--- config.mk ---
export PLATFORM = sky130hd
export DESIGN_NAME = rx_pingpong_buf
export DESIGN_NICKNAME = d
export VERILOG_FILES = /design/src/rtl/rxpp_pkg.sv /design/src/rtl/rx_crc8.sv /design/src/rtl/rx_frame_ctl.sv /design/src/rtl/rx_bank.sv /design/src/rtl/rx_pingpong_buf.sv
export SDC_FILE = /design/constraint.sdc
export NUM_CORES = 1
export LEC_CHECK = 0
export BUFFER_PORTS_ARGS = -buffer_cell sky130_fd_sc_hd__buf_2
export CAP_MARGIN = 25
export CORE_UTILIZATION = 50
export CTS_CLUSTER_DIAMETER = 80
export DETAILED_ROUTE_END_ITERATION = 7
export GPL_TIMING_DRIVEN = 0
export MAX_ROUTING_LAYER = met4
export PLACE_DENSITY = 0.7
export SLEW_MARGIN = 20
export SYNTH_ARGS = -nofsm -noshare
export SYNTH_HDL_FRONTEND = slang
export SYNTH_SLANG_ARGS = --single-unit
--- constraint.sdc ---
create_clock -name clk_i -period 2.75 [get_ports clk_i]
set_input_delay 0.4125 -clock clk_i [delete_from_list [all_inputs] [get_ports clk_i]]
set_output_delay 0.4125 -clock clk_i [all_outputs]
set_load 0.05 [all_outputs]
--- src/rtl/rxpp_pkg.sv ---
package rxpp_pkg;
  localparam logic [7:0] CRC_INIT = 8'hFF;
  localparam logic [7:0] CRC_POLY = 8'h1D;
  localparam logic [7:0] CRC_GOOD = 8'hC4;

  function automatic logic [7:0] crc8_step(input logic [7:0] crc, input logic [7:0] data);
    logic [7:0] c;
    c = crc ^ data;
    for (int i = 0; i < 8; i++) begin
      c = c[7] ? ((c << 1) ^ CRC_POLY) : (c << 1);
    end
    return c;
  endfunction
endpackage

--- src/rtl/rx_crc8.sv ---
module rx_crc8 (
  input  logic       clk_i,
  input  logic       rst_ni,
  input  logic       clr_i,
  input  logic       en_i,
  input  logic [7:0] data_i,
  output logic [7:0] crc_o
);
  import rxpp_pkg::*;

  logic [7:0] crc_q;

  always_ff @(posedge clk_i or negedge rst_ni) begin
    if (!rst_ni)    crc_q <= CRC_INIT;
    else if (clr_i) crc_q <= CRC_INIT;
    else if (en_i)  crc_q <= crc8_step(crc_q, data_i);
  end

  assign crc_o = crc_q;
endmodule

--- src/rtl/rx_frame_ctl.sv ---
module rx_frame_ctl #(
  parameter int MAX_BYTES = 11,
  parameter int CW        = $clog2(MAX_BYTES + 1)
) (
  input  logic          clk_i,
  input  logic          rst_ni,
  input  logic          byte_valid_i,
  input  logic [7:0]    byte_i,
  input  logic          eof_i,
  input  logic          err_i,
  output logic          wr_en_o,
  output logic [CW-1:0] wr_idx_o,
  output logic          frame_good_o,
  output logic [CW-1:0] data_len_o
);
  import rxpp_pkg::*;

  localparam int CNTW = $clog2(MAX_BYTES + 3);
  localparam logic [CNTW-1:0] SAT     = CNTW'(MAX_BYTES + 2);
  localparam logic [CNTW-1:0] MAX_TOT = CNTW'(MAX_BYTES + 1);
  localparam logic [CNTW-1:0] MAX_DAT = CNTW'(MAX_BYTES);

  logic [CNTW-1:0] cnt_q;
  logic [7:0]      residue;

  rx_crc8 u_crc (
    .clk_i  (clk_i),
    .rst_ni (rst_ni),
    .clr_i  (eof_i),
    .en_i   (byte_valid_i),
    .data_i (byte_i),
    .crc_o  (residue)
  );

  // saturating count of all bytes in the frame, check byte included
  always_ff @(posedge clk_i or negedge rst_ni) begin
    if (!rst_ni)                          cnt_q <= '0;
    else if (eof_i)                       cnt_q <= '0;
    else if (byte_valid_i && cnt_q != SAT) cnt_q <= cnt_q + 1'b1;
  end

  assign wr_en_o      = byte_valid_i && (cnt_q < MAX_DAT);
  assign wr_idx_o     = cnt_q[CW-1:0];
  assign data_len_o   = CW'(cnt_q - 1'b1);
  assign frame_good_o = eof_i && !err_i && (cnt_q >= CNTW'(2)) &&
                        (cnt_q <= MAX_TOT) && (residue == CRC_GOOD);

  p_overlong_rejected_r5: assert property (@(posedge clk_i) disable iff (!rst_ni)
    (eof_i && cnt_q > MAX_TOT) |-> !frame_good_o);
  p_short_rejected_r5: assert property (@(posedge clk_i) disable iff (!rst_ni)
    (eof_i && cnt_q < CNTW'(2)) |-> !frame_good_o);
endmodule

--- src/rtl/rx_bank.sv ---
module rx_bank #(
  parameter int MAX_BYTES = 11,
  parameter int CW        = $clog2(MAX_BYTES + 1)
) (
  input  logic          clk_i,
  input  logic          rst_ni,
  input  logic          wr_en_i,
  input  logic          wr_sel_i,
  input  logic [CW-1:0] wr_idx_i,
  input  logic [7:0]    wr_data_i,
  input  logic          rd_en_i,
  input  logic          rd_sel_i,
  input  logic [CW-1:0] rd_len_i,
  input  logic [CW-1:0] rd_addr_i,
  output logic [7:0]    rd_data_o
);
  logic [7:0] bank_rd [2];

  for (genvar b = 0; b < 2; b++) begin : g_bank
    logic [7:0] mem_q [MAX_BYTES];

    always_ff @(posedge clk_i or negedge rst_ni) begin
      if (!rst_ni) begin
        for (int i = 0; i < MAX_BYTES; i++) mem_q[i] <= '0;
      end else if (wr_en_i && wr_sel_i == 1'(b)) begin
        mem_q[wr_idx_i] <= wr_data_i;
      end
    end

    always_comb begin
      bank_rd[b] = '0;
      if (rd_addr_i < CW'(MAX_BYTES)) bank_rd[b] = mem_q[rd_addr_i];
    end
  end

  assign rd_data_o = (rd_en_i && rd_addr_i < rd_len_i) ? bank_rd[rd_sel_i] : 8'h00;

  p_wr_in_range_r2: assert property (@(posedge clk_i) disable iff (!rst_ni)
    wr_en_i |-> (wr_idx_i < CW'(MAX_BYTES)));
endmodule

--- src/rtl/rx_pingpong_buf.sv ---
module rx_pingpong_buf #(
  parameter int MAX_BYTES = 11,
  parameter int CW        = $clog2(MAX_BYTES + 1)
) (
  input  logic          clk_i,
  input  logic          rst_ni,
  input  logic          rx_valid_i,
  input  logic [7:0]    rx_byte_i,
  input  logic          rx_eof_i,
  input  logic          rx_err_i,
  input  logic          irq_en_i,
  input  logic          done_clr_i,
  input  logic [CW-1:0] rd_addr_i,
  output logic [7:0]    rd_data_o,
  output logic [CW-1:0] rx_count_o,
  output logic          done_o,
  output logic          overrun_o,
  output logic          irq_o
);
  logic          fill_sel_q, done_q, ovr_q;
  logic [CW-1:0] len_q;
  logic          wr_en, frame_good, held, commit, drop;
  logic [CW-1:0] wr_idx, data_len;

  rx_frame_ctl #(.MAX_BYTES(MAX_BYTES), .CW(CW)) u_ctl (
    .clk_i        (clk_i),
    .rst_ni       (rst_ni),
    .byte_valid_i (rx_valid_i),
    .byte_i       (rx_byte_i),
    .eof_i        (rx_eof_i),
    .err_i        (rx_err_i),
    .wr_en_o      (wr_en),
    .wr_idx_o     (wr_idx),
    .frame_good_o (frame_good),
    .data_len_o   (data_len)
  );

  rx_bank #(.MAX_BYTES(MAX_BYTES), .CW(CW)) u_bank (
    .clk_i     (clk_i),
    .rst_ni    (rst_ni),
    .wr_en_i   (wr_en),
    .wr_sel_i  (fill_sel_q),
    .wr_idx_i  (wr_idx),
    .wr_data_i (rx_byte_i),
    .rd_en_i   (done_q),
    .rd_sel_i  (~fill_sel_q),
    .rd_len_i  (len_q),
    .rd_addr_i (rd_addr_i),
    .rd_data_o (rd_data_o)
  );

  // a release in the same cycle frees the buffer for the frame ending now
  assign held   = done_q && !done_clr_i;
  assign commit = frame_good && !held;
  assign drop   = frame_good && held;

  always_ff @(posedge clk_i or negedge rst_ni) begin
    if (!rst_ni) begin
      fill_sel_q <= 1'b0;
      done_q     <= 1'b0;
      len_q      <= '0;
    end else if (commit) begin
      fill_sel_q <= ~fill_sel_q;
      done_q     <= 1'b1;
      len_q      <= data_len;
    end else if (done_clr_i) begin
      done_q     <= 1'b0;
    end
  end

  always_ff @(posedge clk_i or negedge rst_ni) begin
    if (!rst_ni)         ovr_q <= 1'b0;
    else if (drop)       ovr_q <= 1'b1;
    else if (done_clr_i) ovr_q <= 1'b0;
  end

  assign done_o     = done_q;
  assign overrun_o  = ovr_q;
  assign rx_count_o = len_q;
  assign irq_o      = done_q & irq_en_i;

  p_commit_sets_done_r2: assert property (@(posedge clk_i) disable iff (!rst_ni)
    frame_good |=> done_q);
  p_count_range_r2: assert property (@(posedge clk_i) disable iff (!rst_ni)
    done_q |-> (len_q >= CW'(1) && len_q <= CW'(MAX_BYTES)));
  p_bad_frame_silent_r3: assert property (@(posedge clk_i) disable iff (!rst_ni)
    (rx_eof_i && !frame_good && !done_clr_i) |=> ($stable(done_q) && $stable(len_q)));
  p_overrun_keeps_bank_r9: assert property (@(posedge clk_i) disable iff (!rst_ni)
    (frame_good && done_q && !done_clr_i) |=> (ovr_q && $stable(fill_sel_q) && $stable(len_q)));
  p_clr_releases_r8: assert property (@(posedge clk_i) disable iff (!rst_ni)
    (done_clr_i && !rx_eof_i) |=> (!done_q && !ovr_q));
endmodule

==> impl_results.md, run 1 <==
* Status: finished with violations
* Failing checks: DRC, setup timing
* Port bufs at 33
* Synth cell types at 38
* Via/cell ratio at 6.01
* Share of cells above drive strength 1 at 42.8%
* Ys flop type: dfrtp_1
* Setup crit start kind: flop
* Final net count at 751
* Die Y at 139 µm
* Fmax at approximately 360 MHz
* Root Buffer: clkbuf_16
* RSZ-0062 raised after global routing: true
* I/O pin total at 34
* Largest net degree at the start of global routing at between 80 and 90
* DR pass1 iterations at 7
* CTS Buffer Depth at 2
* Inst Count DP at around 930
* Fin crit share at 101%
* VDD IR max at 0.441 mV
* Die W at 139 µm
* Clock Latency Late Sink at 430 ps
* Slew at the pin with the worst max-slew slack at ~660 ps
* Setup violators final at 5
* Non-Filler Instances at 967
* Crit. End Element: primary output
* Yosys warning total at 0
* PnR worst setup slack at -25.5 ps
* N_diodes at 0
* Final wirelength at ~22000 µm
* DRT iter0 DRCs at approximately 490
* Drt wl/cell at 23.1 µm
* Max-slew violations at 0
* Worst clock skew at ~7.4 ps
* Synth Cell Area at a little over 9000 µm²
* Leak Pwr at 5.01 nW
* Crit Path Class: flop to primary output
* Antenna violations before repair at 0
* Clock Pin Slew Worst Setup and Hold Paths at 70 ps
* Syn Area/Cell at 14.0 µm²
* P per Cell Area at 685 nW/µm²
* Worst path arrival time at 2360 ps
* CTS tree: done
* RePlAce Congestion at 0.939
* CTS buffer count at 17
* Synth Register Bits at 195
* Syn Nets at about 700
* # clock sinks at ~200
* Final Hold Viols at 0
* Via Count at 5807
* Total Routing Usage GR at between 20% and 30%
* Layout area overhead at 13.9%
* First-pass GRT wire length at 35900 µm
* Row count at 49
* Detailed-route DRC error count at 2
* Core area at 18100 µm²
* Type of the most critical hold path: input pin to flop
* Asr flop ratio synth at 100%
* Area after DPL at 9880 µm²
* Worst Path Required at 2340 ps
* Post-synthesis sequential area ratio at a little over half
* Max transition margin at between 50% and 60%
* Final HPWL DP at around 16000 µm
* Total grt overflow at 0
* Number of global-route vias before repair at 6220
* Fin crit period at 2780 ps
* Final ANT Viol Nets at 0
* Design area at 10700 µm²
* Die area at 19300 µm²
* Number of enable flip-flop cells after synthesis at 0
* Initial core utilization at 51.6%
* CP Max Fanout at 8
* H-tree levels at 4
* Max Cap Viol at 0
* Mapped Cells at 669
-- routing by layer --
metal  share of wire, %  GRT usage (%)  vias to the layer above  routed length, µm
met5                  0              -                        -                  0
met4                2.1           8.13                        0                480
met3                5.2           4.73                       34               1170
met2                 49           40.5                      149              11000
met1                 43           33.7                     3075               9710
li1                   -              -                     2549                  -
-- state kept, by name, summed over array words and instances (netlist names) --
| signal | count |
|---|---|
| fill_sel_q | 1 |
| u_bank.g_bank.mem_q | 176 |
| u_ctl.wr_idx_o | 4 |
| rx_count_o | 4 |
| u_ctl.u_crc.crc_o | 8 |
| overrun_o | 1 |
| done_o | 1 |
-- worst paths after layout --
kind	startpoint	endpoint	slack, ps	cells past startpoint
setup / recovery	rx_count_o[1]	rd_data_o[5]	-30	7
hold / removal	done_clr_i	done_o	170	2
setup reg to reg	u_ctl.wr_idx_o[0]	rx_count_o[0]	220	6
hold reg to reg	u_bank.g_bank[0].mem_q[52]	u_bank.g_bank[0].mem_q[52]	500	1
max in group asynchronous	rst_ni	u_ctl.u_crc.crc_o[1]	1550	3
min in group asynchronous	rst_ni	u_bank.g_bank[1].mem_q[68]	450	2
-- cells in the final DEF, fill, tap and decap left out, types with 16 or more instances in the layout --
cell type / n
mux2_2: 177
clkbuf_1: 27
nand2_1: 30
clkbuf_16: 17
mux2i_1: 27
xnor2_1: 17
nor2_1: 17
buf_2: 27
dfrtp_1: 186
a22oi_1: 16
mux4_2: 34
a21oi_1: 16
-- critical path, stage by stage (launching register included) --
cell      delay, ps
dfrtp_1         390
inv_2            80
ha_4            190
a21o_1          160
a21o_1          140
a2111o_2        560
a21oi_2         210
buf_6           180
-- per-stage QoR --
| stage | utilization, % | TNS [ps] | total power [mW] | worst slack (ps) | hold WS [ps] |
|---|---|---|---|---|---|
| 4_1_cts | 58.6 | -118 | 7.33 | -29.8 | 159 |
| 2_1_floorplan | - | -1460 | 4.33 | -248 | 117 |
| 5_1_grt | 58.7 | -442 | 7.61 | -73.3 | 188 |
| 6_report | 58.7 | -57.6 | 7.30 | -25.5 | 166 |
| 3_3_place_gp | 54.1 | -313340 | 4.59 | -1640 | 472 |
| 3_5_place_dp | 54.4 | -5920 | 4.69 | -812 | 310 |
-- cell families (layout without fill, tap and decap cells) --
group / count (synthesis) / in the layout / share of synthesized area, %
muxes: 238 / 238 / 32.4
DFF: 195 / 195 / 52.2
and+or+nand+nor: 82 / 82 / 3.98
AOI/OAI and AO/OA: 60 / 60 / 4.16
buffers and inverters: 57 / 126 / 2.38
xor gates and xnor gates: 30 / 30 / 3.93
adders and majority gates: 7 / 7 / 0.936
-- where the power goes --
group          switching, mW  leakage, nW  internal (mW)
registers              0.145         2.62           3.14
logic                  0.636         2.10          0.729
clock network           1.12        0.297           1.53
total                   1.90         5.01           5.40
-- cells in the mapped netlist (all sizes together) (2+ instances only) --
library cell    n  area share (%)
dfrtp         187              50
mux2          177              21
mux4           34             8.2
clkbuf         32             1.3
nand2          30             1.2
mux2i          27             2.9
nor2           23            0.92
a21oi          19             1.0
xnor2          18             1.8
a22oi          16             1.3
inv            16            0.64
buf             8            0.41
dfstp           8             2.2
o22ai           8            0.53
ha              7            0.94
nor3            7            0.37
nor2b           6            0.40
xnor3           6             1.4
xor2            6            0.72
a211o           5            0.47
o21ai           5            0.27
nand2b          4            0.27
and2            3            0.20
a21o            2            0.16
a31oi           2            0.13
and3            2            0.13
nor4            2            0.13
or3             2            0.13
-- layout make-up --
type	instances	area (µm²)
fillers	1436	7490
flip-flops and latches	195	4890
multi-input cells	417	4290
clock buffers	17	425
repair buffers	38	309
well taps	229	287
clock inverters	15	204
plain buffers	39	190
inverters	17	63.8
-- repair_timing --
action                     CTS  global route
pin swaps                    3             0
buffers inserted             1             1
hold buffers                 1             0
cloned                       0             0
hold endpoints to repair    35             0
setup endpoints to repair    8             8
gates resized for setup     44             6
(Power assumes the default switching activity.)
==> run 2: changes to the inputs <==
--- a/config.mk
+++ b/config.mk
@@ -7,12 +7,14 @@
 export LEC_CHECK = 0
 export BUFFER_PORTS_ARGS = -buffer_cell sky130_fd_sc_hd__buf_2
 export CAP_MARGIN = 25
-export CORE_UTILIZATION = 50
+export CELL_PAD_IN_SITES_DETAIL_PLACEMENT = 2
+export CELL_PAD_IN_SITES_GLOBAL_PLACEMENT = 2
+export CORE_UTILIZATION = 45
 export CTS_CLUSTER_DIAMETER = 80
 export DETAILED_ROUTE_END_ITERATION = 7
 export GPL_TIMING_DRIVEN = 0
 export MAX_ROUTING_LAYER = met4
-export PLACE_DENSITY = 0.7
+export PLACE_DENSITY_LB_ADDON = 0.25
 export SLEW_MARGIN = 20
 export SYNTH_ARGS = -nofsm -noshare
 export SYNTH_HDL_FRONTEND = slang
==> impl_results.md, run 2 (synthesized netlist as in run 1, its figures left out) <==
* Status: finished with violations
* Failing checks: hold timing, setup timing
* Setup crit start kind: flop
* CTS buffer count at 17
* Most frequent cells in the layout: 186 x dfrtp_1, 177 x mux2_2, 34 x mux4_2
* Leading cell type in the layout, fill and taps excluded: dfrtp_1
* Root Buffer: clkbuf_16
* Slew at the pin with the worst max-slew slack at 726 ps
* Clock Latency Late Sink at roughly 450 ps
* Final Total Pwr at 7.26 mW
* Largest reg by FF count: u_bank.g_bank.mem_q
* Switch Pwr at 2.10 mW
* Largest net degree at the start of global routing at 104
* Max-slew violations at 0
* Final Hold Viols at 8
* First-pass GRT wire length at roughly 44000 µm
* H-tree levels at 4
* PnR worst setup slack at -93.8 ps
* Via/cell ratio at 5.89
* Max Cap Viol at 0
* Drt wl/cell at 28.2 µm
* Port bufs at 33
* RePlAce Congestion at 0.786
* DRT iter0 DRCs at 313
* Total grt overflow at 0
* Setup violators final at 8
* Type of the most critical hold path: input pin to asynchronous set/reset pin
* Fin crit share at 103%
* Final net count at 748
* Logic pwr share at 19.5%
* Setup TNS at -521 ps
* Max transition margin at 51.6%
* CP Max Fanout at 8
* FF-to-FF End: rx_count_o[0]
* Via Count at 5919
* Detailed-route DRC error count at 0
* CTS tree: done
* CTS Buffer Depth at 2
* Fin crit period at between 2000 and 3000 ps
* Worst flop-to-flop path startpoint: u_ctl.wr_idx_o[0]
* Row count at 52
* Antenna violations before repair at 0
* Cell internal pwr at ~5.2 mW
* Crit Path Class: flop to primary output
* Worst Path Required at 2340 ps
* Pre-CTS setup slack at -843 ps
* WHS at -15.0 ps
* Worst path arrival time at between 2000 and 2500 ps
* Post-layout util at 52.6%
* Total Routing Usage GR at 28.9%
* Final ANT Viol Nets at 0
* P per Cell Area at between 600 and 700 nW/µm²
* Die Y at 146 µm
* DR pass1 iterations at 4
* Number of global-route vias before repair at 6924
* Worst reg-to-reg setup slack at about 190 ps
* Leak Pwr at between 4 and 5 nW
* # clock sinks at roughly 200
* Max FFs per register at roughly 180
* I/O pin total at 34
* Net Sw Frac at just under 30%
* N_diodes at 0
* Layout area overhead at 14.0%
* Final wirelength at 28400 µm
* Die W at 146 µm
* Worst clock skew at 7.61 ps
* Crit. End Element: primary output
* Fmax at 352 MHz
* Reg2Reg Depth at 6
* Initial core utilization at 46.1%
* Core area at around 20000 µm²
* VDD IR max at 0.445 mV
* Final HPWL DP at around 19000 µm
* Share of cells above drive strength 1 at 43.1%
* Die area at 21400 µm²
* Power share of the clock group at 35.3%
* Flop pwr share at 45.3%
* Clock Pin Slew Worst Setup and Hold Paths at 80 ps
* RSZ-0062 raised after global routing: true
* Fill cell count at 1888
-- run 2: power groups by stage --
stage / Sequential, mW / Clock [mW] / Combinational (mW)
2_1_floorplan: 3.28 / 0 / 1.05
3_3_place_gp: 3.30 / 0 / 1.32
3_5_place_dp: 3.34 / 0 / 1.41
4_1_cts: 3.29 / 2.59 / 1.43
5_1_grt: 3.32 / 2.70 / 1.51
6_report: 3.29 / 2.56 / 1.42
-- run 2: timing repair --
| action | 4_1_cts | 5_1_grt |
|---|---|---|
| hold buffers | 0 | 0 |
| buffers inserted | 1 | 0 |
| setup endpoints to repair | 8 | 8 |
| pin swaps | 4 | 1 |
| gates resized for setup | 49 | 7 |
-- run 2: worst max-delay path, stage by stage (launching register included) --
cell and delay [ps]:
dfrtp_1 400, inv_2 80, ha_4 200, a21o_1 160, a21o_1 170, a2111o_2 590, a21oi_2 220, buf_6 180
-- run 2: how the worst max path moves through the flow --
stage | from | to | slack (ps) | cells past startpoint
final | rx_count_o[1] | rd_data_o[5] | -90 | 7
after global routing | rx_count_o[1] | rd_data_o[5] | -140 | 7
after CTS | rx_count_o[1] | rd_data_o[3] | -100 | 7
after detailed placement | rd_addr_i[2] | rd_data_o[2] | -840 | 9
after global placement | rst_ni | u_bank.g_bank[0].mem_q[38] | -1710 | 1
after floorplan | rx_count_o[1] | rd_data_o[3] | -250 | 6
-- run 2: final cells by class --
class	instances	area, µm²	area share [%]
buffer	39	193	1.81
timing repair buffer	35	268	2.51
inverter	17	63.8	0.598
clock buffer	17	425	3.99
tap	270	338	3.17
clock inverter	15	165	1.55
multi-input combinational	417	4330	40.5
sequential	195	4890	45.8
-- run 2: routing by layer --
layer / GRT usage, % / vias up / wire [µm]
met2: 48.0 / 128 / 14400
met1: 36.4 / 3213 / 12300
met5: - / - / 0
li1: - / 2541 / -
met3: 4.66 / 37 / 927
met4: 9.06 / 0 / 726
-- run 2: metrics by stage --
| stage | instance area (µm²) | hold slack [ps] | instances |
|---|---|---|---|
| floorplan | 9360 | 117 | 669 |
| global placement | 9860 | 475 | 972 |
| detailed placement | 9900 | 484 | 973 |
| CTS | 10600 | 20.1 | 1005 |
| global route | 10700 | 25.8 | 1005 |
| finish | 10700 | -15.0 | 1005 |
